`src/rtl/rtc_alarm_pkg.sv`:
```
package rtc_alarm_pkg;

  // Pin function codes; the encoding is fixed by the select input.
  typedef enum logic [1:0] {
    PINF_IRQ   = 2'b00,
    PINF_HF    = 2'b01,
    PINF_CENTI = 2'b10,
    PINF_SEC   = 2'b11
  } pin_func_e;

  function automatic int unsigned cnt_width(input int unsigned max_val);
    return $clog2(max_val + 1);
  endfunction

endpackage

```
`src/rtl/rtc_alarm_flags.sv`:
```
module rtc_alarm_flags #(
  parameter int unsigned NUM_ALARMS = 2
) (
  input  logic                  clk,
  input  logic                  rst_n,
  input  logic [NUM_ALARMS-1:0] match_i,
  input  logic                  stat_rd_i,
  output logic [NUM_ALARMS-1:0] flags_o
);

  logic [NUM_ALARMS-1:0] flags_q, flags_d;

  // A set in the same cycle as a clear wins, so no event is lost.
  always_comb begin
    flags_d = flags_q;
    if (stat_rd_i) flags_d = '0;
    flags_d = flags_d | match_i;
  end

  always_ff @(posedge clk or negedge rst_n) begin
    if (!rst_n) flags_q <= '0;
    else        flags_q <= flags_d;
  end

  assign flags_o = flags_q;

  for (genvar i = 0; i < NUM_ALARMS; i++) begin : g_chk
    AST_FLAG_SET: assert property (@(posedge clk) disable iff (!rst_n)
      match_i[i] |=> flags_q[i]);
    AST_FLAG_CLEAR: assert property (@(posedge clk) disable iff (!rst_n)
      (stat_rd_i && !match_i[i]) |=> !flags_q[i]);
  end

endmodule

```
`src/rtl/rtc_alarm_arm.sv`:
```
module rtc_alarm_arm #(
  parameter int unsigned NUM_ALARMS = 2
) (
  input  logic                  clk,
  input  logic                  rst_n,
  input  logic [NUM_ALARMS-1:0] alarm_en_i,
  input  logic                  pulse_mode_i,
  input  logic [NUM_ALARMS-1:0] fire_i,
  output logic [NUM_ALARMS-1:0] armed_o
);

  logic [NUM_ALARMS-1:0] armed_q, armed_d;
  logic [NUM_ALARMS-1:0] en_prev_q;
  logic                  mode_prev_q;
  logic [NUM_ALARMS-1:0] rewrite;

  // A new value on the enable or on the mode bit re-arms; re-arm wins over disarm.
  always_comb begin
    for (int i = 0; i < NUM_ALARMS; i++) begin
      rewrite[i] = (alarm_en_i[i] != en_prev_q[i]) || (pulse_mode_i != mode_prev_q);
      if (rewrite[i])                        armed_d[i] = 1'b1;
      else if (fire_i[i] && !pulse_mode_i)   armed_d[i] = 1'b0;
      else                                   armed_d[i] = armed_q[i];
    end
  end

  always_ff @(posedge clk or negedge rst_n) begin
    if (!rst_n) begin
      armed_q     <= '1;
      en_prev_q   <= '0;
      mode_prev_q <= 1'b0;
    end else begin
      armed_q     <= armed_d;
      en_prev_q   <= alarm_en_i;
      mode_prev_q <= pulse_mode_i;
    end
  end

  assign armed_o = armed_q;

  for (genvar i = 0; i < NUM_ALARMS; i++) begin : g_chk
    AST_SINGLE_DISARM: assert property (@(posedge clk) disable iff (!rst_n)
      (fire_i[i] && !pulse_mode_i && !rewrite[i]) |=> !armed_q[i]);
    AST_RECUR_ARMED: assert property (@(posedge clk) disable iff (!rst_n)
      (armed_q[i] && pulse_mode_i) |=> armed_q[i]);
  end

endmodule

```
`src/rtl/rtc_pulse_timer.sv`:
```
module rtc_pulse_timer
  import rtc_alarm_pkg::*;
#(
  parameter int unsigned PULSE_TICKS = 655
) (
  input  logic clk,
  input  logic rst_n,
  input  logic start_i,
  input  logic tick_i,
  output logic active_o
);

  localparam int unsigned CW = cnt_width(PULSE_TICKS);
  localparam logic [CW-1:0] LOAD = CW'(PULSE_TICKS);

  logic [CW-1:0] cnt_q, cnt_d;
  logic          cnt_en;

  // A start reloads (restart, never stacks); otherwise count down on ticks.
  always_comb begin
    cnt_en = start_i || (tick_i && (cnt_q != '0));
    cnt_d  = start_i ? LOAD : (cnt_q - 1'b1);
  end

  always_ff @(posedge clk or negedge rst_n) begin
    if (!rst_n)      cnt_q <= '0;
    else if (cnt_en) cnt_q <= cnt_d;
  end

  assign active_o = (cnt_q != '0);

  AST_PULSE_RELOAD: assert property (@(posedge clk) disable iff (!rst_n)
    start_i |=> (cnt_q == LOAD));
  AST_PULSE_HOLD: assert property (@(posedge clk) disable iff (!rst_n)
    (!start_i && !tick_i) |=> $stable(cnt_q));

endmodule

```
`src/rtl/rtc_pin_mux.sv`:
```
module rtc_pin_mux
  import rtc_alarm_pkg::*;
(
  input  logic       clk,
  input  logic       rst_n,
  input  logic [1:0] fsel_i,
  input  logic       ref_hf_i,
  input  logic       ref_centi_i,
  input  logic       ref_sec_i,
  input  logic       pulse_on_i,
  output logic       hf_rise_o,
  output logic       irq_route_o,
  output logic       pin_o
);

  pin_func_e code_q, code_d;
  logic      code_en;
  logic      hf_prev_q;

  always_comb begin
    hf_rise_o = ref_hf_i && !hf_prev_q;
    code_d    = pin_func_e'(fsel_i);
    code_en   = hf_rise_o && (code_d != code_q);
  end

  always_ff @(posedge clk or negedge rst_n) begin
    if (!rst_n) begin
      code_q    <= PINF_IRQ;
      hf_prev_q <= 1'b0;
    end else begin
      hf_prev_q <= ref_hf_i;
      if (code_en) code_q <= code_d;
    end
  end

  always_comb begin
    unique case (code_q)
      PINF_IRQ:   pin_o = !pulse_on_i;
      PINF_HF:    pin_o = ref_hf_i;
      PINF_CENTI: pin_o = ref_centi_i;
      default:    pin_o = ref_sec_i;
    endcase
  end

  assign irq_route_o = (code_q == PINF_IRQ);

  AST_CODE_ON_TICK: assert property (@(posedge clk) disable iff (!rst_n)
    !hf_rise_o |=> $stable(code_q));

endmodule

```
`src/rtl/rtc_alarm_irq.sv`:
```
module rtc_alarm_irq #(
  parameter int unsigned NUM_ALARMS  = 2,
  parameter int unsigned PULSE_TICKS = 655
) (
  input  logic                  clk,
  input  logic                  rst_n,
  input  logic [NUM_ALARMS-1:0] match_i,
  input  logic [NUM_ALARMS-1:0] alarm_en_i,
  input  logic                  pulse_mode_i,
  input  logic [1:0]            fsel_i,
  input  logic                  stat_rd_i,
  input  logic                  ref_hf_i,
  input  logic                  ref_centi_i,
  input  logic                  ref_sec_i,
  output logic [NUM_ALARMS-1:0] flags_o,
  output logic                  pin_o
);

  logic [1:0]            rst_pipe_q;
  logic                  rst_ln;
  logic [NUM_ALARMS-1:0] armed;
  logic [NUM_ALARMS-1:0] fire;
  logic                  hf_rise;
  logic                  irq_route;
  logic                  pulse_on;

  // Asynchronous assert, synchronous release.
  always_ff @(posedge clk or negedge rst_n) begin
    if (!rst_n) rst_pipe_q <= '0;
    else        rst_pipe_q <= {rst_pipe_q[0], 1'b1};
  end
  assign rst_ln = rst_pipe_q[1];

  assign fire = match_i & alarm_en_i & armed & {NUM_ALARMS{irq_route}};

  rtc_alarm_flags #(.NUM_ALARMS(NUM_ALARMS)) u_flags (
    .clk       (clk),
    .rst_n     (rst_ln),
    .match_i   (match_i),
    .stat_rd_i (stat_rd_i),
    .flags_o   (flags_o)
  );

  rtc_alarm_arm #(.NUM_ALARMS(NUM_ALARMS)) u_arm (
    .clk          (clk),
    .rst_n        (rst_ln),
    .alarm_en_i   (alarm_en_i),
    .pulse_mode_i (pulse_mode_i),
    .fire_i       (fire),
    .armed_o      (armed)
  );

  rtc_pulse_timer #(.PULSE_TICKS(PULSE_TICKS)) u_timer (
    .clk      (clk),
    .rst_n    (rst_ln),
    .start_i  (|fire),
    .tick_i   (hf_rise),
    .active_o (pulse_on)
  );

  rtc_pin_mux u_mux (
    .clk         (clk),
    .rst_n       (rst_ln),
    .fsel_i      (fsel_i),
    .ref_hf_i    (ref_hf_i),
    .ref_centi_i (ref_centi_i),
    .ref_sec_i   (ref_sec_i),
    .pulse_on_i  (pulse_on),
    .hf_rise_o   (hf_rise),
    .irq_route_o (irq_route),
    .pin_o       (pin_o)
  );

  AST_DISABLED_QUIET: assert property (@(posedge clk) disable iff (!rst_ln)
    (((match_i & alarm_en_i) == '0) && !pulse_on) |=> !pulse_on);
  AST_ROUTED_AWAY: assert property (@(posedge clk) disable iff (!rst_ln)
    (!irq_route && !pulse_on) |=> !pulse_on);

endmodule

```
`config.mk`:
```
export PLATFORM = sky130hd
export DESIGN_NAME = rtc_alarm_irq
export DESIGN_NICKNAME = d
export VERILOG_FILES = /design/src/rtl/rtc_alarm_pkg.sv /design/src/rtl/rtc_alarm_flags.sv /design/src/rtl/rtc_alarm_arm.sv /design/src/rtl/rtc_pulse_timer.sv /design/src/rtl/rtc_pin_mux.sv /design/src/rtl/rtc_alarm_irq.sv
export SDC_FILE = /design/constraint.sdc
export NUM_CORES = 1
export LEC_CHECK = 0
export ABC_AREA = 1
export BUFFER_PORTS_ARGS = -buffer_cell sky130_fd_sc_hd__buf_2
export CORE_ASPECT_RATIO = 1.2
export CORE_MARGIN = 8
export CORE_UTILIZATION = 50
export DETAILED_ROUTE_END_ITERATION = 8
export PLACE_DENSITY = 0.71
export SLEW_MARGIN = 5
export SYNTH_ARGS = -nofsm -noshare
export SYNTH_HDL_FRONTEND = slang
export SYNTH_SLANG_ARGS = --single-unit
```
`constraint.sdc`:
```
create_clock -name clk -period 2.8 [get_ports clk]
set_input_delay 0.14 -clock clk [delete_from_list [all_inputs] [get_ports clk]]
set_output_delay 0.14 -clock clk [all_outputs]
set_load 0.05 [all_outputs]
```
---- After elaboration in Yosys (flattened, before gate mapping) ----
Index checks and enable logic that the tools add are counted.
storage, ports and cells
  register bits ........................... 22
  input bits .............................. 13
  output and inout bits ................... 3
  logic and storage cells ................. 43
cells by class
  add/sub/neg operators ................... 1
  eq/ne operators ......................... 6
  mux-type cells .......................... 7
  bitwise gates (word level) .............. 4
  reductions and logical operators ........ 16
operators with widths
  operator                                             number
  2-to-1 mux 10 bit                                    1
  nonzero test 10 bit                                  1
  subtractor 10 x 1 -> 10 bit (second input constant)  1
  AND 2 bit                                            3
  logical AND 1 bit                                    5
  2-to-1 mux 1 bit                                     4
  nonzero test 2 bit                                   2
  logical NOT 1 bit                                    3
  logical OR 1 bit                                     3
  != test 1 bit                                        3
  one-hot mux 1 bit (3 select lines)                   1
  == test 2 x 1 -> 1 bit (second input constant)       1
  == test 2 bit (second input constant)                1
  logical NOT 2 bit                                    1
  2-to-1 mux 2 bit                                     1
  != test 2 bit                                        1
  OR 2 bit                                             1
  OR reduction 2 bit                                   1

---- Depth between registers and ports, before layout ----
  word-level depth ........................ 6
  depth in mapped cells ................... 10

---- Cells and area by module ----
Synthesis repeated with hierarchy kept, for this count alone.
second synthesis, totals
  cell total of the unflattened synthesis .. 163
  area total of the unflattened synthesis .. 1212.4 µm²
by module, submodules not included
  module           instances  cells an instance  area an instance (µm²)  seq. area each (µm²)
  rtc_pulse_timer  1          93                 678.2                   250.2
  rtc_alarm_arm    1          26                 209.0                   127.6
  rtc_pin_mux      1          19                 146.4                   75.1
  rtc_alarm_irq    1          16                 102.6                   50.0
  rtc_alarm_flags  1          9                  76.3                    50.0

---- Worst setup path after synthesis ----
No wires, ideal clock.
  kind .................................... register to output
  start ................................... reg u_timer.cnt_q[0]
  end ..................................... out pin_o
  arrival time ............................ 1.729 ns
  required time ........................... 2.660 ns
  slack ................................... 0.931 ns
  stages on the path, launching flop included .. 7
  cells stage by stage .................... dfrtp_1 > inv_1 > ha_1 > nand2_2 > nor2_4 > nand3_1 > a21oi_1
on the way
  word-level cells in the longest chain between the ends .. 3
ends and longest elaborated chain
  item                                RTL line               source
  from (decl)                         rtc_pulse_timer.sv:16  logic [CW-1:0] cnt_q, cnt_d;
  from (signal assigned)              rtc_pulse_timer.sv:27  else if (cnt_en) cnt_q <= cnt_d;
  nonzero test 10 bit                 rtc_pulse_timer.sv:30  assign active_o = (cnt_q != '0);
  logical NOT 1 bit                   rtc_pin_mux.sv:38      PINF_IRQ: pin_o = !pulse_on_i;
  one-hot mux 1 bit (3 select lines)  rtc_pin_mux.sv:37      unique case (code_q)
  to (decl)                           rtc_alarm_irq.sv:16    output logic pin_o
Every way passes these cells.

---- Worst setup path after layout ----
Same ends and word-level chain as after synthesis.

==> results.md <==
- # rows: 19
- Die height: 68.8 um
- CP max stage cell: dfrtp_1
- Pwr dens: 752 nW/um2
- Core ar.: 2230 um2
- Critical path, cell by cell: inv_1, ha_1, nand2_2, nor2_4, nand3_1, a21oi_1, buf_2
- Max-slew headroom: 48.3%
- Syn Nets: 155
- Overall Global Routing Usage: 12.8%
- HP Class: input pin to flop
- Antenna viol nets, final: 0
- Syn Area/Cell: 8.23 um2
- RSZ-0062 raised after global routing: no
- Die Span X: 60.0 um
- CP max stage delay: 0.41 ns
- Drt first-iter violations: 38
- Final Cycle Share: 69.0%
- Synth top area cells: dfrtp_1, nand2_1, nand3_1, nor2_1, dfstp_2
- Largest net degree at the start of global routing: 21
- Hold Path Origin: stat_rd_i
- CTS tree: done
- Max Cap Viol: 0
- N_diodes: 0
- Vias in the first global route: 942
- Flops & latches, synth: 22
- Static leakage: roughly 0.66 nW
- CP max FO: 5
- Count of final setup violators: 0
- Setup Crit Path Kind: flop to output pin
- Clk Latency, worst-skew pair: between 0.2 and 0.3 ns
- # port buffers: 15
- Pre-CTS setup slack: 1.20 ns
- CTS Buf Count: 3
- Initial antenna violation count: 0
- Average wire per standard cell: 11.6 um
- Io pins: 16
- CP required: 2.66 ns
- CP Data Arrival Time: 1.79 ns
- Clock root buffer: clkbuf_4
- CP Launch Type: flop
- Post-detail-place hpwl: 1720 um
- Total grt overflow: 0
- Die footprint: 4120 um2
- Layout Skew: 0.00216 ns
- Post-CTS setup buffers: 0
- Finished Layout Cells: slightly below 200
- Synth cell types: 22
- Minimum clock period: 1.93 ns
- DRC Markers: 0
- Seq/Total Area, Yosys: 47.7%
- DRT Wirelength: 2250 um
- Share of the synthesized area in the top cell type: 43.1%
- Yosys Warn Count: 0
- Avg Vias per Cell: 4.92
- Synth-to-Final Area Change: 15.0%
- Initial core utilization: 51.9%
- Cells after Synth: 141
- Via count: 954
- Worst Hold Path EP: u_flags.flags_o[1]$_DFF_PN0_
- Clk sinks: 22
- EDFF count, synth: 0
- Clock Pin Slew Worst Setup and Hold Paths: 0.11 ns
- Worst IR Drop VDD: ~540 uV
- Final Max Tran Viols: 0
- Post-route cell area: 1330 um2
- Cell area after synthesis: 1160 um2
- Placed cell area: 1260 um2
- Resize count post-CTS: 0
- Largest area contributor in the netlist: dfrtp_1
- Placed Instances: 185
- Final net count: around 180
- Worst r2r src: u_timer.cnt_q[0]$_DFFE_PN0P_
- Clock Tree Buf Depth: 2
- Critical Path Sink Type: output pin
- Status: completed
- Fmax: 518 MHz
- H-Tree Depth: 1
- First-pass GRT wire length: 4020 um
- Layout cell share with drive strength beyond 1: 21.5%
- Main flop type after synthesis: dfrtp_1
- Hold Crit Depth: 2
- Reg2reg setup slack: 1.23 ns
- Post-synth ARST share: 100%
- Final TNS setup: 0 ns
- Post-route setup slack: 0.869 ns
- Final hold violations: 0
- GPL Wtd Cong: 0.879
- Drt first pass iters: 4
- Fillcell total: 216
- Depth of the most critical reg-to-reg path: 9
- Tightest Pin Transition: slightly below 0.8 ns
- Reg2reg end: u_timer.cnt_q[3]$_DFFE_PN0P_
## report_power, final
group | internal (mW) | switching (mW)
registers | 0.386 | 0.0728
logic | 0.145 | 0.257
clock network | 0.0554 | 0.0868
## Yosys cell counts (3+ instances only)
master    number
nand2_1       31
dfrtp_1       20
nor2_1        18
nand3_1       16
inv_1         14
o21ai_0        9
nand2_2        4
nand4_1        4
xor2_1         4
nor2_2         3
o21ai_2        3
o21bai_1       3
## area by class of cell
cell class	count	area, um2	area share (%)
clock buffer	4	26.3	1.97
inverter	14	52.6	3.94
multi-input combinational	103	538	40.3
sequential	22	553	41.5
tap	31	38.8	2.91
timing repair buffer	20	125	9.38
## layout by cell type, fill, tap and decap left out, drive strengths merged
cell type | synthesis | final
nand2 | 37 | 37
nor2 | 22 | 22
dfrtp | 20 | 20
nand3 | 16 | 16
buf | 2 | 15
inv | 14 | 14
o21ai | 12 | 12
dlygate4sd3 | 0 | 5
nand4 | 4 | 4
xor2 | 4 | 4
clkbuf | 0 | 4
o21bai | 3 | 3
dfstp | 2 | 2
a21oi | 1 | 1
a21bo | 1 | 1
mux2 | 1 | 1
ha | 1 | 1
conb | 1 | 1
## critical path, delay by kind of cell, from the launching register on
kind / cells / cell delay [ns]
flip-flops: 1 / 0.41
buffers and inverters: 2 / 0.41
AND/OR/NAND/NOR: 3 / 0.28
AO/OA/AOI/OAI: 1 / 0.13
adder cells (fa/ha/maj): 1 / 0.25
## layer usage
| layer | vias up | GRT usage (%) | routed length (um) | part of all wire [%] |
|---|---|---|---|---|
| met4 | 0 | 6.27 | 19 | 0.85 |
| met1 | 440 | 14.2 | 963 | 43 |
| met2 | 17 | 22.8 | 1160 | 52 |
| met3 | 2 | 2.78 | 106 | 4.7 |
| met5 | - | 0 | 0 | 0 |
| li1 | 495 | - | - | - |
## stage by stage
step / hold slack (ns) / total power [mW] / util, %
final: 0.0224 / 1.00 / 59.7
after floorplan: -0.156 / 0.778 / -
after detailed placement: -0.0733 / 0.860 / 56.3
after global routing: 0.00795 / 1.09 / 59.7
after global placement: -0.0751 / 0.849 / 56.3
after CTS: 0.0152 / 1.01 / 59.7
## cell families after synthesis
logic type | share of synthesized area, %
multiplexers | 0.971
other | 0.323
AND/OR/NAND/NOR | 31.6
XOR/XNOR | 3.02
adder cells (fa/ha/maj) | 1.08
AO/OA/AOI/OAI | 9.38
buffers and inverters | 5.93
flip-flops | 47.7
## registers in the layout, summed over array words and instances (netlist names)
| name | cells |
|---|---|
| u_arm.mode_prev_q | 1 |
| u_mux.code_q | 2 |
| u_arm.armed_o | 2 |
| u_arm.en_prev_q | 2 |
| rst_pipe_q | 2 |
| u_mux.hf_prev_q | 1 |
| u_flags.flags_o | 2 |
| u_timer.cnt_q | 10 |
## how the worst max path moves through the flow
stage | cells after the start | end | startpoint
6_report | 7 | pin_o | u_timer.cnt_q[0]$_DFFE_PN0P_
5_1_grt | 7 | pin_o | u_timer.cnt_q[0]$_DFFE_PN0P_
4_1_cts | 7 | pin_o | u_timer.cnt_q[0]$_DFFE_PN0P_
3_5_place_dp | 7 | pin_o | u_timer.cnt_q[0]$_DFFE_PN0P_
3_3_place_gp | 7 | pin_o | u_timer.cnt_q[0]$_DFFE_PN0P_
2_1_floorplan | 6 | pin_o | u_timer.cnt_q[0]$_DFFE_PN0P_
## what timing repair did
item | in CTS | in global routing
setup endpoints to repair | 0 | 0
hold buffers | 5 | 0
endpoints found under the hold margin | 6 | 0
Note: power is estimated with default switching activity, not from simulation.
